===== config.mk =====
export PLATFORM = sky130hd
export DESIGN_NAME = svl_loop_seq
export DESIGN_NICKNAME = d
export VERILOG_FILES = /design/src/rtl/svl_pkg.sv /design/src/rtl/svl_pred_sel.sv /design/src/rtl/svl_find_next.sv /design/src/rtl/svl_reg_map.sv /design/src/rtl/svl_loop_seq.sv
export SDC_FILE = /design/constraint.sdc
export NUM_CORES = 1
export LEC_CHECK = 0
export BUFFER_PORTS_ARGS = -buffer_cell sky130_fd_sc_hd__buf_2
export CAP_MARGIN = 0
export CORE_MARGIN = 2
export CORE_UTILIZATION = 30
export CTS_BUF_LIST = sky130_fd_sc_hd__clkbuf_16
export CTS_CLUSTER_DIAMETER = 50
export CTS_CLUSTER_SIZE = 8
export DETAILED_ROUTE_END_ITERATION = 12
export GPL_TIMING_DRIVEN = 0
export PLACE_DENSITY = 0.47
export SYNTH_ARGS = -nofsm -noshare
export SYNTH_HDL_FRONTEND = slang
export SYNTH_SLANG_ARGS = --single-unit

===== constraint.sdc =====
create_clock -name clk -period 6.45 [get_ports clk]
set_input_delay 1.29 -clock clk [delete_from_list [all_inputs] [get_ports clk]]
set_output_delay 1.29 -clock clk [all_outputs]
set_load 0.01 [all_outputs]

===== src/rtl/svl_pkg.sv =====
package svl_pkg;
    localparam int VW = 6;
    localparam int RW = 7;

    typedef enum logic [1:0] {
        ST_IDLE,
        ST_SEEK,
        ST_ISSUE,
        ST_FINISH
    } svl_state_e;

    typedef struct packed {
        logic           rsvd;
        logic [1:0]     dst_sub;
        logic [1:0]     src_sub;
        logic [2:0]     subvl;
        logic [VW-1:0]  dst_offs;
        logic [VW-1:0]  src_offs;
        logic [VW-1:0]  vlen;
        logic [VW-1:0]  maxvl;
    } svl_save_t;
endpackage


===== src/rtl/svl_pred_sel.sv =====
module svl_pred_sel #(
    parameter int MAX_VL = 32
) (
    input  logic              twin,
    input  logic [2:0]        code,
    input  logic [MAX_VL-1:0] m9,
    input  logic [MAX_VL-1:0] m10,
    input  logic [MAX_VL-1:0] m11,
    output logic [MAX_VL-1:0] src_mask,
    output logic [MAX_VL-1:0] dst_mask,
    output logic              src_pred,
    output logic              dst_pred
);
    logic [MAX_VL-1:0] pick;

    always_comb begin
        src_mask = '1;
        dst_mask = '1;
        src_pred = 1'b0;
        dst_pred = 1'b0;
        pick     = '1;
        if (!twin) begin
            unique case (code[2:1])
                2'b01:   pick = m9;
                2'b10:   pick = m10;
                2'b11:   pick = m11;
                default: pick = '1;
            endcase
            if (code[2:1] != 2'b00) begin
                src_pred = 1'b1;
                dst_pred = 1'b1;
                src_mask = code[0] ? pick : ~pick;
                dst_mask = code[0] ? pick : ~pick;
            end
        end else if (code != 3'b100) begin
            if (code[0]) begin
                src_pred = 1'b1;
                src_mask = code[2] ? ~m9 : m9;
            end
            if (code[1]) begin
                dst_pred = 1'b1;
                dst_mask = code[2] ? ~m10 : m10;
            end
        end
    end
endmodule


===== src/rtl/svl_find_next.sv =====
module svl_find_next
    import svl_pkg::*;
#(
    parameter int MAX_VL = 32
) (
    input  logic [MAX_VL-1:0] mask,
    input  logic [VW-1:0]     from,
    input  logic [VW-1:0]     lim,
    output logic              found,
    output logic [VW-1:0]     pos
);
    always_comb begin
        found = 1'b0;
        pos   = lim;
        for (int i = MAX_VL - 1; i >= 0; i--) begin
            if (VW'(i) >= from && VW'(i) < lim && mask[i]) begin
                found = 1'b1;
                pos   = VW'(i);
            end
        end
    end
endmodule


===== src/rtl/svl_reg_map.sv =====
module svl_reg_map
    import svl_pkg::*;
(
    input  logic [5:0]    field,
    input  logic          is_vec,
    input  logic [VW-1:0] idx,
    output logic [RW-1:0] reg_num
);
    logic [RW-1:0] vbase;

    always_comb begin
        vbase   = {field[0], field[5:1], 1'b0};
        reg_num = is_vec ? (vbase + RW'(idx)) : {1'b0, field};
    end
endmodule


===== src/rtl/svl_loop_seq.sv =====
module svl_loop_seq
    import svl_pkg::*;
#(
    parameter int MAX_VL = 32
) (
    input  logic              clk,
    input  logic              rst_n,
    input  logic              start,
    input  logic              exception,
    input  logic [5:0]        vl,
    input  logic [1:0]        svlen_code,
    input  logic              twin_mode,
    input  logic [2:0]        pred_code,
    input  logic              src_is_vec,
    input  logic              dst_is_vec,
    input  logic [5:0]        src_field,
    input  logic [5:0]        dst_field,
    input  logic [MAX_VL-1:0] mask_x9,
    input  logic [MAX_VL-1:0] mask_x10,
    input  logic [MAX_VL-1:0] mask_x11,
    input  logic [31:0]       state_in,
    output logic              issue_valid,
    output logic [6:0]        issue_src_reg,
    output logic [6:0]        issue_dst_reg,
    output logic [5:0]        issue_src_idx,
    output logic [5:0]        issue_dst_idx,
    output logic [1:0]        issue_sub,
    output logic              done,
    output logic [31:0]       state_out
);
    localparam int IXW = (MAX_VL > 1) ? $clog2(MAX_VL) : 1;
    localparam logic [VW-1:0] MAXV = VW'(MAX_VL);

    svl_state_e state_q, state_d;

    logic [VW-1:0]             vl_q;
    logic [1:0]                last_q;
    logic                      twin_q;
    logic [2:0]                code_q;
    logic [1:0]                vec_q;
    logic [1:0][5:0]           field_q;
    logic [MAX_VL-1:0]         m9_q, m10_q, m11_q;
    logic [1:0][VW-1:0]        idx_q;
    logic [1:0]                sub_q;

    logic [1:0][MAX_VL-1:0]    op_mask;
    logic [1:0]                op_pred;
    logic [1:0]                fnd;
    logic [1:0][VW-1:0]        pos;
    logic [1:0][RW-1:0]        regn;
    logic [VW-1:0]             vl_clamp;
    logic                      last_sub;
    logic                      scalar_stop;
    svl_save_t                 sin, sout;

    assign sin         = state_in;
    assign vl_clamp    = (vl > MAXV) ? MAXV : vl;
    assign last_sub    = (sub_q == last_q);
    assign scalar_stop = (!vec_q[0] && op_pred[0]) || (!vec_q[1] && op_pred[1]);

    svl_pred_sel #(.MAX_VL(MAX_VL)) u_pred (
        .twin     (twin_q),
        .code     (code_q),
        .m9       (m9_q),
        .m10      (m10_q),
        .m11      (m11_q),
        .src_mask (op_mask[0]),
        .dst_mask (op_mask[1]),
        .src_pred (op_pred[0]),
        .dst_pred (op_pred[1])
    );

    // operand 0 is the source, operand 1 the destination
    for (genvar g = 0; g < 2; g++) begin : g_op
        svl_find_next #(.MAX_VL(MAX_VL)) u_find (
            .mask  (op_mask[g]),
            .from  (idx_q[g]),
            .lim   (vl_q),
            .found (fnd[g]),
            .pos   (pos[g])
        );
        svl_reg_map u_map (
            .field   (field_q[g]),
            .is_vec  (vec_q[g]),
            .idx     (idx_q[g]),
            .reg_num (regn[g])
        );
    end

    // next-state decision
    always_comb begin
        state_d = state_q;
        unique case (state_q)
            ST_IDLE:   if (start) state_d = ST_SEEK;
            ST_SEEK: begin
                if (exception)   state_d = ST_IDLE;
                else if (&fnd)   state_d = ST_ISSUE;
                else             state_d = ST_FINISH;
            end
            ST_ISSUE: begin
                if (exception)      state_d = ST_IDLE;
                else if (last_sub)  state_d = scalar_stop ? ST_FINISH : ST_SEEK;
                else                state_d = ST_ISSUE;
            end
            ST_FINISH: state_d = ST_IDLE;
            default:   state_d = ST_IDLE;
        endcase
    end

    always_ff @(posedge clk or negedge rst_n) begin
        if (!rst_n) state_q <= ST_IDLE;
        else        state_q <= state_d;
    end

    // loop counters and captured configuration
    always_ff @(posedge clk or negedge rst_n) begin
        if (!rst_n) begin
            vl_q    <= '0;
            last_q  <= '0;
            twin_q  <= 1'b0;
            code_q  <= '0;
            vec_q   <= '0;
            field_q <= '0;
            m9_q    <= '0;
            m10_q   <= '0;
            m11_q   <= '0;
            idx_q   <= '0;
            sub_q   <= '0;
        end else begin
            unique case (state_q)
                ST_IDLE: if (start) begin
                    vl_q       <= vl_clamp;
                    last_q     <= svlen_code;
                    twin_q     <= twin_mode;
                    code_q     <= pred_code;
                    vec_q      <= {dst_is_vec, src_is_vec};
                    field_q[0] <= src_field;
                    field_q[1] <= dst_field;
                    m9_q       <= mask_x9;
                    m10_q      <= mask_x10;
                    m11_q      <= mask_x11;
                    idx_q[0]   <= sin.src_offs;
                    idx_q[1]   <= sin.dst_offs;
                    sub_q      <= sin.src_sub;
                end
                ST_SEEK: if (!exception) begin
                    if (&fnd) begin
                        idx_q[0] <= pos[0];
                        idx_q[1] <= pos[1];
                    end else begin
                        idx_q <= '0;
                        sub_q <= '0;
                    end
                end
                ST_ISSUE: if (!exception) begin
                    if (last_sub) begin
                        sub_q <= '0;
                        if (scalar_stop) begin
                            idx_q <= '0;
                        end else begin
                            idx_q[0] <= idx_q[0] + 1'b1;
                            idx_q[1] <= idx_q[1] + 1'b1;
                        end
                    end else begin
                        sub_q <= sub_q + 1'b1;
                    end
                end
                default: ;
            endcase
        end
    end

    // outputs
    always_comb begin
        issue_valid   = (state_q == ST_ISSUE) && !exception;
        issue_src_reg = regn[0];
        issue_dst_reg = regn[1];
        issue_src_idx = idx_q[0];
        issue_dst_idx = idx_q[1];
        issue_sub     = sub_q;
        done          = (state_q == ST_FINISH);
        sout.rsvd     = 1'b0;
        sout.dst_sub  = sub_q;
        sout.src_sub  = sub_q;
        sout.subvl    = {1'b0, last_q} + 3'd1;
        sout.dst_offs = idx_q[1];
        sout.src_offs = idx_q[0];
        sout.vlen     = vl_q;
        sout.maxvl    = MAXV;
        state_out     = sout;
    end

    AST_SUB_IN_RANGE: assert property (@(posedge clk) disable iff (!rst_n)
        issue_valid |-> issue_sub <= last_q);
    AST_SUB_STEP: assert property (@(posedge clk) disable iff (!rst_n)
        issue_valid && $past(issue_valid) |-> issue_sub == $past(issue_sub) + 2'd1);
    AST_SRC_ENABLED: assert property (@(posedge clk) disable iff (!rst_n)
        issue_valid |-> op_mask[0][idx_q[0][IXW-1:0]]);
    AST_DST_ENABLED: assert property (@(posedge clk) disable iff (!rst_n)
        issue_valid |-> op_mask[1][idx_q[1][IXW-1:0]]);
    AST_IDX_BOUND: assert property (@(posedge clk) disable iff (!rst_n)
        issue_valid |-> (idx_q[0] < vl_q) && (idx_q[1] < vl_q));
    AST_SCALAR_HOLD: assert property (@(posedge clk) disable iff (!rst_n)
        issue_valid && $past(issue_valid) && !vec_q[0] |-> $stable(issue_src_reg));
    AST_DONE_PULSE: assert property (@(posedge clk) disable iff (!rst_n)
        done |=> !done);
    AST_QUIET_AFTER_EXC: assert property (@(posedge clk) disable iff (!rst_n)
        $past(exception) && ($past(state_q) == ST_ISSUE || $past(state_q) == ST_SEEK)
        |-> !issue_valid);
endmodule


After elaboration in Yosys (flattened, before gate mapping):

Index checks and enable logic that the tools add are counted.

* register bits: 138
* input port bits: 158
* logic and storage cells: 445

* add/sub/neg operators: 6
* order comparisons: 97
* eq/ne operators: 13
* multiplexer cells: 170
* bitwise gates (word level): 3
* reduce and logical (&&, ||, !) cells: 142

Operators with widths (number)
* 6-bit 2-to-1 mux: 65
* 32-bit 2-to-1 mux: 11
* 5-bit by 6-bit greater-or-equal comparator with 1-bit output (first input constant): 32
* 1-bit logical AND: 131
* 4-bit by 6-bit greater-or-equal comparator with 1-bit output (first input constant): 16
* 5-bit by 6-bit less-than comparator with 1-bit output (first input constant): 16
* 32-bit inverter: 3
* 32-bit case mux with 3 select lines: 1
* 1-bit 2-to-1 mux: 72
* 12-bit 2-to-1 mux: 6
* 3-bit by 6-bit greater-or-equal comparator with 1-bit output (first input constant): 8
* 4-bit by 6-bit less-than comparator with 1-bit output (first input constant): 8
* 12-bit case mux with 3 select lines: 1
* 1-bit by 6-bit greater-or-equal comparator with 1-bit output (first input constant): 4
* 2-bit by 6-bit greater-or-equal comparator with 1-bit output (first input constant): 4
* 3-bit by 6-bit less-than comparator with 1-bit output (first input constant): 4
* 2-bit 2-to-1 mux: 10
* 7-bit by 6-bit adder with 7-bit output: 2
* 7-bit 2-to-1 mux: 2
* 6-bit by 1-bit adder with 6-bit output (second input constant): 2
* 1-bit by 6-bit less-than comparator with 1-bit output (first input constant): 2
* 2-bit by 6-bit less-than comparator with 1-bit output (first input constant): 2
* 2-bit != test (second input constant): 5
* 5-bit AND reduction: 2
* other kinds (15): 22

Longest topological paths before layout:

Gate-level depths: netlist of run 1.

* depth after elaboration: 44
* depth in mapped cells: 12

Cells and area by module:

From an unflattened synthesis of run 1, not the netlist that was laid out.

* cell total of the unflattened synthesis: 1478
* area total of the unflattened synthesis: 12764.7 um2

Modules (own cells, without submodules)
* svl_loop_seq: instances 1, cells each 435, area each 5911.9 um2
* svl_pred_sel: instances 1, cells each 523, area each 3412.0 um2
* svl_find_next: instances 2, cells each 224, area each 1427.6 um2
* svl_reg_map: instances 2, cells each 36, area each 292.8 um2

Least setup slack after synthesis of run 1:

OpenSTA, ideal clock, no wires.

* path type: flip-flop to output port
* start: reg idx_q, in the netlist issue_src_idx[2]
* end: out issue_src_reg[5]
* arrival time: 2108 ps
* slack: 3052 ps
* stages on the path, launching flop included: 10
* buffers on the path: 2
* path through: dfrtp_1 buf_2 buf_1 inv_1 fa_1 inv_1 a21o_1 a21oi_1 xnor2_1 mux2_2

* word-level cells in the longest chain between the ends: 2

Ends and longest elaborated chain
* start, declared: RTL line svl_loop_seq.sv:43 `logic [1:0][VW-1:0] idx_q;`
* 7-bit by 6-bit adder with 7-bit output: RTL line svl_reg_map.sv:13 `reg_num = is_vec ? (vbase + RW'(idx)) : {1'b0, field};`
* 7-bit 2-to-1 mux: RTL line svl_reg_map.sv:13
* end, declared: RTL line svl_loop_seq.sv:23 `output logic [6:0] issue_src_reg,`

No other way between the ends.

Worst setup path in the final report of run 1:

* start: reg idx_q, in the netlist issue_dst_idx[2]
* end: out issue_dst_reg[5]

* word-level cells in the longest chain between the ends: 2

Ends and longest elaborated chain
* 7-bit by 6-bit adder with 7-bit output: RTL line svl_reg_map.sv:13
* 7-bit 2-to-1 mux: RTL line svl_reg_map.sv:13
* end, declared: RTL line svl_loop_seq.sv:24 `output logic [6:0] issue_dst_reg,`

No other way between the ends.

==> reports/metrics.yaml, run 1 <==
status: "finished, final reports clean"
synth_seq_cells: 138
rsz0062_at_grt: "false"
holdBufCountCts: 0
p_total_mw: 9.26
critPathMaxFanout: 10
grt_usage_pct: 23.9
power_density_nw_per_um2: 707
max_freq_mhz: 220
finalHoldViolations: 0
ys_async_sr_fraction_pct: 100
postRouteAntennaNets: 0
io_pins: 220
grt_first_pass_wirelength_um: 66200
antenna_found_initial: 0
yosysUniqueCellTypes: 88
final_nets: 1506
crit_path_end_kind: "output port"
max_slew_margin_pct: 18.3
synth_area_um2: 10900
cts-root-buf: "clkbuf_16"
ys_warn_count: 0
cap_violations: 0
syn_area_per_cell_um2: 9.83
period_minus_slack_ns: 4.54
syn_to_final_growth_pct: 20.5
cts_resized: 0
clk_pin_slew_ns: 0.06
die-area_um2: 37700
fin_skew_ns: 0.00937
p_leak_nw: 5.79
cts_tree: "done"
critPathKind: "flop to output port"
drc: 0
cts_setup_buffers: 0
avgViaCountPerCell: 5.50
hold_path.class: "flop to flop"
cts_htree_levels: 4
num_vias: 9884
cts_buffers: 17
core_area_um2: 35600
final_core_util_pct: 36.8
grt_pass1_vias: 9808
tightest_slew_ns: 1.23
setup_violations: 0
instances_no_fill: 1798
seq_area_frac_synth_pct: 31.8
period_share_pct: 70.4
drtIter0Drc: 741
grt_max_degree: 73
clk_latency_ns: 0.46
dpl.hpwl_um: 36900
worst-endpoint-arrival_ns: 3.25
routed_wl_um: 45500
vdd_drop_max_uv: 353
final_common_cell: "buf_2"
syn_inst: 1105
diodes: 0
cts.sinks: 138
synth-edff-count: 0
start_kind: "flop"
worstPathRequired_ns: 5.16
slew_violations: 0
die_y_um: 194
dieWidth_um: 194
whs_ns: 0.514
first_pass_iters: 5
mostFrequentLayoutCells: "buf_2, dfrtp_1, mux2_2, xnor2_1, mux2i_1"
gp_congestion: 0.955
io_buffer_count: 194
start_util_pct: 30.5
post_drt_wl_per_cell_um: 25.3
setup_tns_ns: 0
clk_path_buf_depth: 2
rows: 69
placed_cells: 1766
gr-total-overflow: 0
synth_ff_type: "dfrtp_1"
drive_gt1_share_pct: 33.4
-- routing by layer --
layer | vias to the layer above | track usage [%] | share of wire, %
met1 | 4897 | 32.1 | 45
met2 | 373 | 38.4 | 46
met5 | - | 0 | 0
met3 | 73 | 4.44 | 5.4
met4 | 0 | 8.47 | 3.0
li1 | 4541 | - | -
-- synthesized netlist by cell type (all sizes together) (17+ instances only) --
master / n / area share [%]
nand3: 26 / 1.2
mux2: 129 / 13
o21ai: 58 / 2.7
buf: 67 / 4.7
a21oi: 41 / 1.9
nand4: 17 / 0.98
clkbuf: 34 / 1.2
xor2: 45 / 3.6
nand2: 41 / 1.4
ha: 22 / 2.5
inv: 24 / 0.83
a221oi: 19 / 1.6
dfrtp: 138 / 32
mux2i: 60 / 5.5
nor4: 21 / 1.3
nor2: 30 / 1.0
nor3: 25 / 1.3
xnor2: 66 / 5.3
-- worst max-delay path, stage by stage (launching register included) --
cell and delay, ns:
dfrtp_1 0.41, clkbuf_1 0.42, clkbuf_1 0.56, inv_1 0.14
fa_1 0.49, inv_1 0.07, a21o_1 0.11, a21oi_1 0.07
xnor2_1 0.12, mux2_2 0.26, buf_2 0.14
-- cell type report --
type,instances,area [um2]
sequential,138,3450
buffer,101,638
inverter,24,90.1
fill,3749,22500
multi-input combinational,847,6700
tap,461,577
clock buffer,17,425
timing repair buffer,195,1000
clock inverter,15,196
-- worst paths after layout --
check                            startpoint                to  slack, ns  cells after the start
setup reg to reg           issue_dst_idx[1]      issue_sub[0]       2.54                     10
hold / removal                     m11_q[6]          m11_q[6]       0.51                      1
min in group asynchronous             rst_n         m11_q[26]       0.82                      1
setup / recovery           issue_dst_idx[2]  issue_dst_reg[5]       1.91                     10
max in group asynchronous             rst_n       field_q[11]       4.83                      2
hold reg to reg                    m11_q[6]          m11_q[6]       0.51                      1
-- power breakdown --
part           internal (mW)  switching [mW]  leakage, nW
combinational           2.60            3.73         3.85
sequential              1.31           0.555         1.64
clock                  0.646           0.418        0.301
total                   4.56            4.70         5.79
-- sequential cells by signal, indices dropped and copies added (netlist names), 3 cells and up --
signal         count
issue_dst_idx      6
field_q           12
m11_q             32
code_q             3
m9_q              32
vl_q               6
m10_q             32
issue_src_idx      6
-- cell families (layout without fill, tap and decap cells) --
group,after synthesis,count (layout),synth area share (%)
xor+xnor,111,111,8.95
mux,189,189,18.9
compound gates,256,256,16.7
flops,138,138,31.8
simple gates,260,260,13.9
fa+ha+maj,24,24,2.90
buf+inv,125,352,6.71
other cells,2,7,0.0692
-- through the flow --
stage	setup WS, ns	instance area (um2)
5_1_grt	1.69	13100
3_3_place_gp	1.95	12400
2_1_floorplan	3.05	10900
6_report	1.91	13100
4_1_cts	1.92	13100
3_5_place_dp	2.43	12500
No activity file was read; power rests on OpenSTA's default activity.
==> inputs of run 2 (changes only) <==
Settings changed: ABC_AREA set to 1, PLACE_DENSITY 0.47 to 0.49.
Clock period 6.45 ns to 3.8 ns, I/O delays scaled along.
==> run 2 against run 1 <==
  * Power rose by 51%
  * Routed wire length rose by 1.2%
  * Design area fell by 5.6%
  * Synthesized area fell by 6.8%
  * Clock-buffer cell count did not move
  * Worst setup slack got worse by 1.6 ns
  * Worst hold slack got worse by 0.21 ns
==> reports/metrics.yaml, run 2 <==
yosysUniqueCellTypes: 53  # -40%
setup_tns_ns: 0  # unchanged
clk_path_buf_depth: 2  # unchanged
p_leak_nw: 6.32  # +9.1%
synth.top_cells.by_count: "nand2_1, o21ai_0, dfrtp_1"
syn_inst: 1552  # +40%
seq_area_frac_synth_pct: 34.1  # +2.3 points
busiest_layer: "met2"
core_area_um2: 33400  # -6.2%
rows: 67  # -2.9%
setup_violations: 0  # unchanged
cts_tree: "done"
post_drt_wl_per_cell_um: 20.6  # -18%
syn_area_per_cell_um2: 6.52  # -34%
drc: 0  # unchanged
synth_top_family_by_area: "simple AND/OR/NAND/NOR gates"
cts_htree_levels: 4  # unchanged
critPathKind: "flop to flop"
grt_usage_pct: 26.3  # +2.3 points
synth_xor_area_share_pct: 1.21  # -7.7 points
antenna_found_initial: 0  # unchanged
worst-endpoint-arrival_ns: 3.83  # +0.58 ns
synth.largest_area_cell: "dfrtp_1"
syn_to_final_growth_pct: 22.0
critPathMaxFanout: 10  # unchanged
cts-root-buf: "clkbuf_16"
slew_violations: 0  # unchanged
synth_ff_type: "dfrtp_1"
grtUsageMet3_pct: 5.00  # +0.56 points
whs_ns: 0.302  # -0.212 ns
grt_max_degree: 74  # +1.4%
synth-edff-count: 0  # unchanged
drive_gt1_share_pct: 18.2  # -15 points
postRouteAntennaNets: 0  # unchanged
start_kind: "flop"
io_buffer_count: 194  # unchanged
worstPathRequired_ns: 4.11  # -1.05 ns
num_vias: 11300  # +15%
first_pass_iters: 5  # unchanged
cap_violations: 0  # unchanged
final_nets: 1957  # +30%
cts_buffers: 17  # unchanged
routed_wl_um: 46100  # +1.2%
fin_skew_ns: 0.0138  # +0.00442 ns
status: "finished, final reports clean"
synth_area_um2: 10100  # -6.8%
avgViaCountPerCell: 5.07  # -7.7%
clk_pin_slew_ns: 0.06  # about the same
dpl.hpwl_um: 36300  # -1.8%
gp_congestion: 0.932  # -2.4%
power_density_nw_per_um2: 1130  # +59%
synth_mux_area_share_pct: 0  # -19 points
diodes: 0  # unchanged
met2_usage_pct: 41.5  # +3.1 points
drtIter0Drc: 944  # +27%
dieWidth_um: 188  # -3.4%
synth-simple-area-share_pct: 33.4  # +19 points
grt_pass1_vias: 11100  # +13%
synth.most_common_cell: "nand2_1"
die_y_um: 188  # -3.4%
synth_seq_cells: 138  # unchanged
start_util_pct: 30.3  # -0.19 points
ys_async_sr_fraction_pct: 100  # unchanged
io_pins: 220  # unchanged
max_slew_margin_pct: 34.4  # +16 points
gr-total-overflow: 0  # unchanged
crit_path_end_kind: "flop"
mostFrequentLayoutCells: "nand2_1, buf_2, o21ai_0, dfrtp_1, inv_1"
hold_path.class: "input port to asynchronous set/reset pin"
cts.sinks: 138  # unchanged
clk_latency_ns: 0.45  # about the same
final_common_cell: "nand2_1"
synthAdderAreaFrac_pct: 3.11  # +0.21 points
period_minus_slack_ns: 3.52
max_freq_mhz: 284
die-area_um2: 35200  # -6.6%
vdd_drop_max_uv: 383  # +8.4%
synth_top_cell_area_share_pct: 34.1  # +2.3 points
synth_area_leaders: "dfrtp_1, nand2_1, o21ai_0, nand3_1, inv_1"
largest_registers: "m10_q: 32 flops, m11_q: 32 flops, m9_q: 32 flops"
grtUsageMet1_pct: 36.6  # +4.5 points
ys_warn_count: 0  # unchanged
synth-compound-area-share_pct: 18.1  # +1.4 points
grt_first_pass_wirelength_um: 69000  # +4.2%
tightest_slew_ns: 0.984  # -0.241 ns
finalHoldViolations: 0  # unchanged
period_share_pct: 92.5
-- run 2: final timing paths --
kind,start,to,slack (ns),cells after the start
setup / recovery,code_q[2],issue_src_idx[3],0.28,18
hold / removal,rst_n,field_q[4],0.30,1
setup reg to reg,code_q[2],issue_src_idx[3],0.28,18
hold reg to reg,m11_q[24],m11_q[24],0.48,2
max in group asynchronous,rst_n,issue_dst_idx[1],2.67,2
min in group clk,m11_q[24],m11_q[24],0.48,2
-- run 2: metrics by stage --
stage | worst slack, ns | std cells | power (mW) | util, % | instance area [um2]
after CTS | 0.108 | 2228 | 13.7 | 36.7 | 12200
after global routing | -0.00386 | 2233 | 15.2 | 37.0 | 12400
after detailed placement | -0.0754 | 2200 | 12.1 | 35.1 | 11700
after floorplan | 1.09 | 1557 | 8.70 | - | 10100
final | 0.284 | 2233 | 13.9 | 37.0 | 12400
after global placement | -0.283 | 2199 | 12.0 | 35.0 | 11700
-- run 2: logic make-up (layout without fill, tap and decap cells) --
logic type,after synthesis,count (layout)
buffers and inverters,224,452
other,2,7
flip-flops,138,138
XOR/XNOR,14,14
AO/OA/AOI/OAI,324,324
AND/OR/NAND/NOR,826,826
adder cells (fa/ha/maj),24,24
-- run 2: what timing repair did --
action,CTS,global route
endpoints found under the setup margin,12,12
resized for setup,2,40
hold endpoints to repair,0,0
buffers inserted,0,6
hold buffers,0,0
-- run 2: critical path, stage by stage (launching register included) --
cell and delay [ns]:
dfrtp_1 0.40, inv_2 0.07, buf_6 0.14, buf_6 0.15, buf_2 0.28, clkbuf_4 0.30, buf_2 0.29, o21ai_0 0.14
o2111ai_1 0.33, nand2_1 0.11, nor2_1 0.25, nand2_1 0.08, nor2_1 0.13, a22o_2 0.22, nor2_4 0.08, nand4_1 0.08
a31oi_1 0.07, o21ai_0 0.10, o21ai_0 0.13
-- run 2: power by group --
group | internal [mW] | total [mW] | leakage (nW) | switching [mW]
sequential | 2.21 | 2.99 | 1.69 | 0.779
combinational | 2.94 | 9.33 | 4.36 | 6.39
clock | 0.938 | 1.62 | 0.266 | 0.680
-- run 2: layer usage --
metal  up-vias  part of all wire (%)
li1       5541                     -
met1      5355                    48
met2       390                    44
met3        38                   5.8
met4         0                   2.0
met5         -                     0
-- run 2: final cells by class --
cell class	count	area (um2)
inverters	129	492
flip-flops and latches	138	3470
well taps	448	561
fillers	3797	21000
repair buffers	201	1050
clock inverters	12	111
plain buffers	93	534
multi-input cells	1195	5710
clock buffers	17	425
==> inputs of run 3 (changes only) <==
Settings changed: CORE_MARGIN 2 to not set.
==> run 3 against run 2 <==
  * Power up 1.0%
  * Combinational power down 0.9%
  * Cell count down 0.18%
  * Critical path depth unchanged
==> reports/metrics.yaml, run 3 (synthesis results as in run 2) <==
final_common_cell: "nand2_1"
r2r-end: "issue_dst_idx[1]"
crit_path_end: "issue_dst_idx[1]"
rsz0062_at_grt: "true"
hold_path.class: "input port to asynchronous set/reset pin"
cts_htree_levels: 4  # unchanged
grt_usage_pct: 26.9  # +0.68 points
r2r-start: "code_q[2]"
die-area_um2: 34500  # -2.1%
finalHoldViolations: 0  # unchanged
syn_to_final_growth_pct: 22.8
io_buffer_count: 194  # unchanged
cts_tree: "done"
reg2reg_slack_ns: 0.27  # -0.02 ns
cts-root-buf: "clkbuf_16"
die_y_um: 186  # -1.1%
mostFrequentLayoutCells: "nand2_1, buf_2, o21ai_0, dfrtp_1, inv_1"
start_util_pct: 30.8  # +0.46 points
start_kind: "flop"
setup_violations: 0  # unchanged
instances_no_fill: 2229  # -0.18%
core_area_um2: 32900  # -1.5%
p_leak_nw: 6.37  # +0.79%
avgViaCountPerCell: 5.10  # +0.53%
grt_first_pass_wirelength_um: 67000  # -2.8%
slew_violations: 0  # unchanged
post_drt_wl_per_cell_um: 20.5  # -0.62%
period_minus_slack_ns: 3.53  # +0.0151 ns
routed_wl_um: 45700  # -0.80%
diodes: 0  # unchanged
cap_violations: 0  # unchanged
critPathKind: "flop to flop"
p_total_mw: 14.1  # +1.0%
critPathMaxFanout: 10  # unchanged
antenna_found_initial: 2  # +2
worstPathRequired_ns: 4.16  # +0.05 ns
worst-endpoint-arrival_ns: 3.89  # +0.06 ns
whs_ns: 0.301  # -0.000904 ns
clk_pin_slew_ns: 0.07  # about the same
max_freq_mhz: 283  # -0.43%
largest_registers: "m10_q: 32 flops, m11_q: 32 flops, m9_q: 32 flops"
clk_latency_ns: 0.46  # about the same
placed_cells: 2194  # -0.27%
status: "finished, final reports clean"
clk_path_buf_depth: 2  # unchanged
cts.sinks: 138  # unchanged
drive_gt1_share_pct: 18.4  # +0.20 points
drc: 0  # unchanged
tightest_slew_ns: 1.01  # +0.0293 ns
dieWidth_um: 186  # -1.1%
setup_tns_ns: 0  # unchanged
period_share_pct: 92.9  # +0.40 points
grt_max_degree: 76  # +2.7%
startpoint: "code_q[2]"
timing.reg2reg.worst_path_depth: 18  # unchanged
num_vias: 11400  # +0.35%
first_pass_iters: 5  # unchanged
cts_buffers: 17  # unchanged
final_nets: 1957  # unchanged
rows: 66  # -1.5%
fin_skew_ns: 0.0144  # +0.000576 ns
drtIter0Drc: 882  # -6.6%
vdd_drop_max_uv: 429  # +12%
crit_path_end_kind: "flop"
max_slew_margin_pct: 32.4  # -2.0 points
power_density_nw_per_um2: 1130  # +0.37%
dpl.hpwl_um: 35700  # -1.4%
postRouteAntennaNets: 0  # unchanged
gp_congestion: 0.964  # +3.4%
grt_pass1_vias: 10700  # -3.9%
io_pins: 220  # unchanged
gr-total-overflow: 0  # unchanged
[run 3: power by group]
part | switching, mW | internal [mW] | total (mW)
combinational | 6.32 | 2.93 | 9.25
clock | 0.746 | 1.10 | 1.84
sequential | 0.780 | 2.21 | 2.99
[run 3: routing by layer]
layer | vias up | global-route usage [%] | wire length (um)
li1 | 5544 | - | -
met2 | 416 | 41.9 | 20100
met5 | - | 0 | 13
met4 | 2 | 8.49 | 1110
met3 | 53 | 4.19 | 2820
met1 | 5349 | 37.9 | 21700
[run 3: cell type report]
type	count	area, um2
inverters	129	488
clock buffers	17	425
repair buffers	200	1040
fillers	3718	20400
well taps	442	553
flip-flops and latches	138	3470
multi-input cells	1195	5720
plain buffers	94	539
clock inverters	14	196
[run 3: how the worst min path moves through the flow]
stage / start / endpoint / slack, ns / cells past startpoint
finish: rst_n / field_q[4] / 0.30 / 1
global route: rst_n / field_q[4] / 0.35 / 1
CTS: rst_n / field_q[4] / 0.33 / 1
detailed placement: m11_q[31] / m11_q[31] / 0.47 / 2
global placement: m11_q[28] / m11_q[28] / 0.47 / 2
floorplan: m11_q[16] / m11_q[16] / 0.45 / 2
[run 3: repair_timing]
| item | CTS | global route |
|---|---|---|
| hold endpoints to repair | 0 | 0 |
| hold buffers | 0 | 0 |
| gates resized for setup | 1 | 40 |
| buffers inserted | 0 | 5 |
| endpoints found under the setup margin | 12 | 12 |
[run 3: worst max-delay path, cell delays in order (launching register included)]
cell      delay, ns
dfrtp_1        0.41
inv_2          0.07
buf_6          0.13
buf_6          0.15
buf_2          0.30
clkbuf_4       0.30
buf_2          0.29
a21oi_1        0.10
o21ai_0        0.11
nand4_1        0.16
nand2_1        0.10
nor2_1         0.06
nand2_1        0.14
nor2_1         0.08
a22o_1         0.31
nor2_4         0.21
and3_1         0.22
o211ai_1       0.11
a22oi_1        0.17
[run 3: through the flow]
step,instance area (um2),setup WS (ns),util [%]
after floorplan,10100,1.09,-
after detailed placement,11700,-0.108,35.6
after global placement,11700,-0.212,35.5
after CTS,12300,0.0311,37.5
after global routing,12400,-0.00436,37.8
final,12400,0.269,37.8
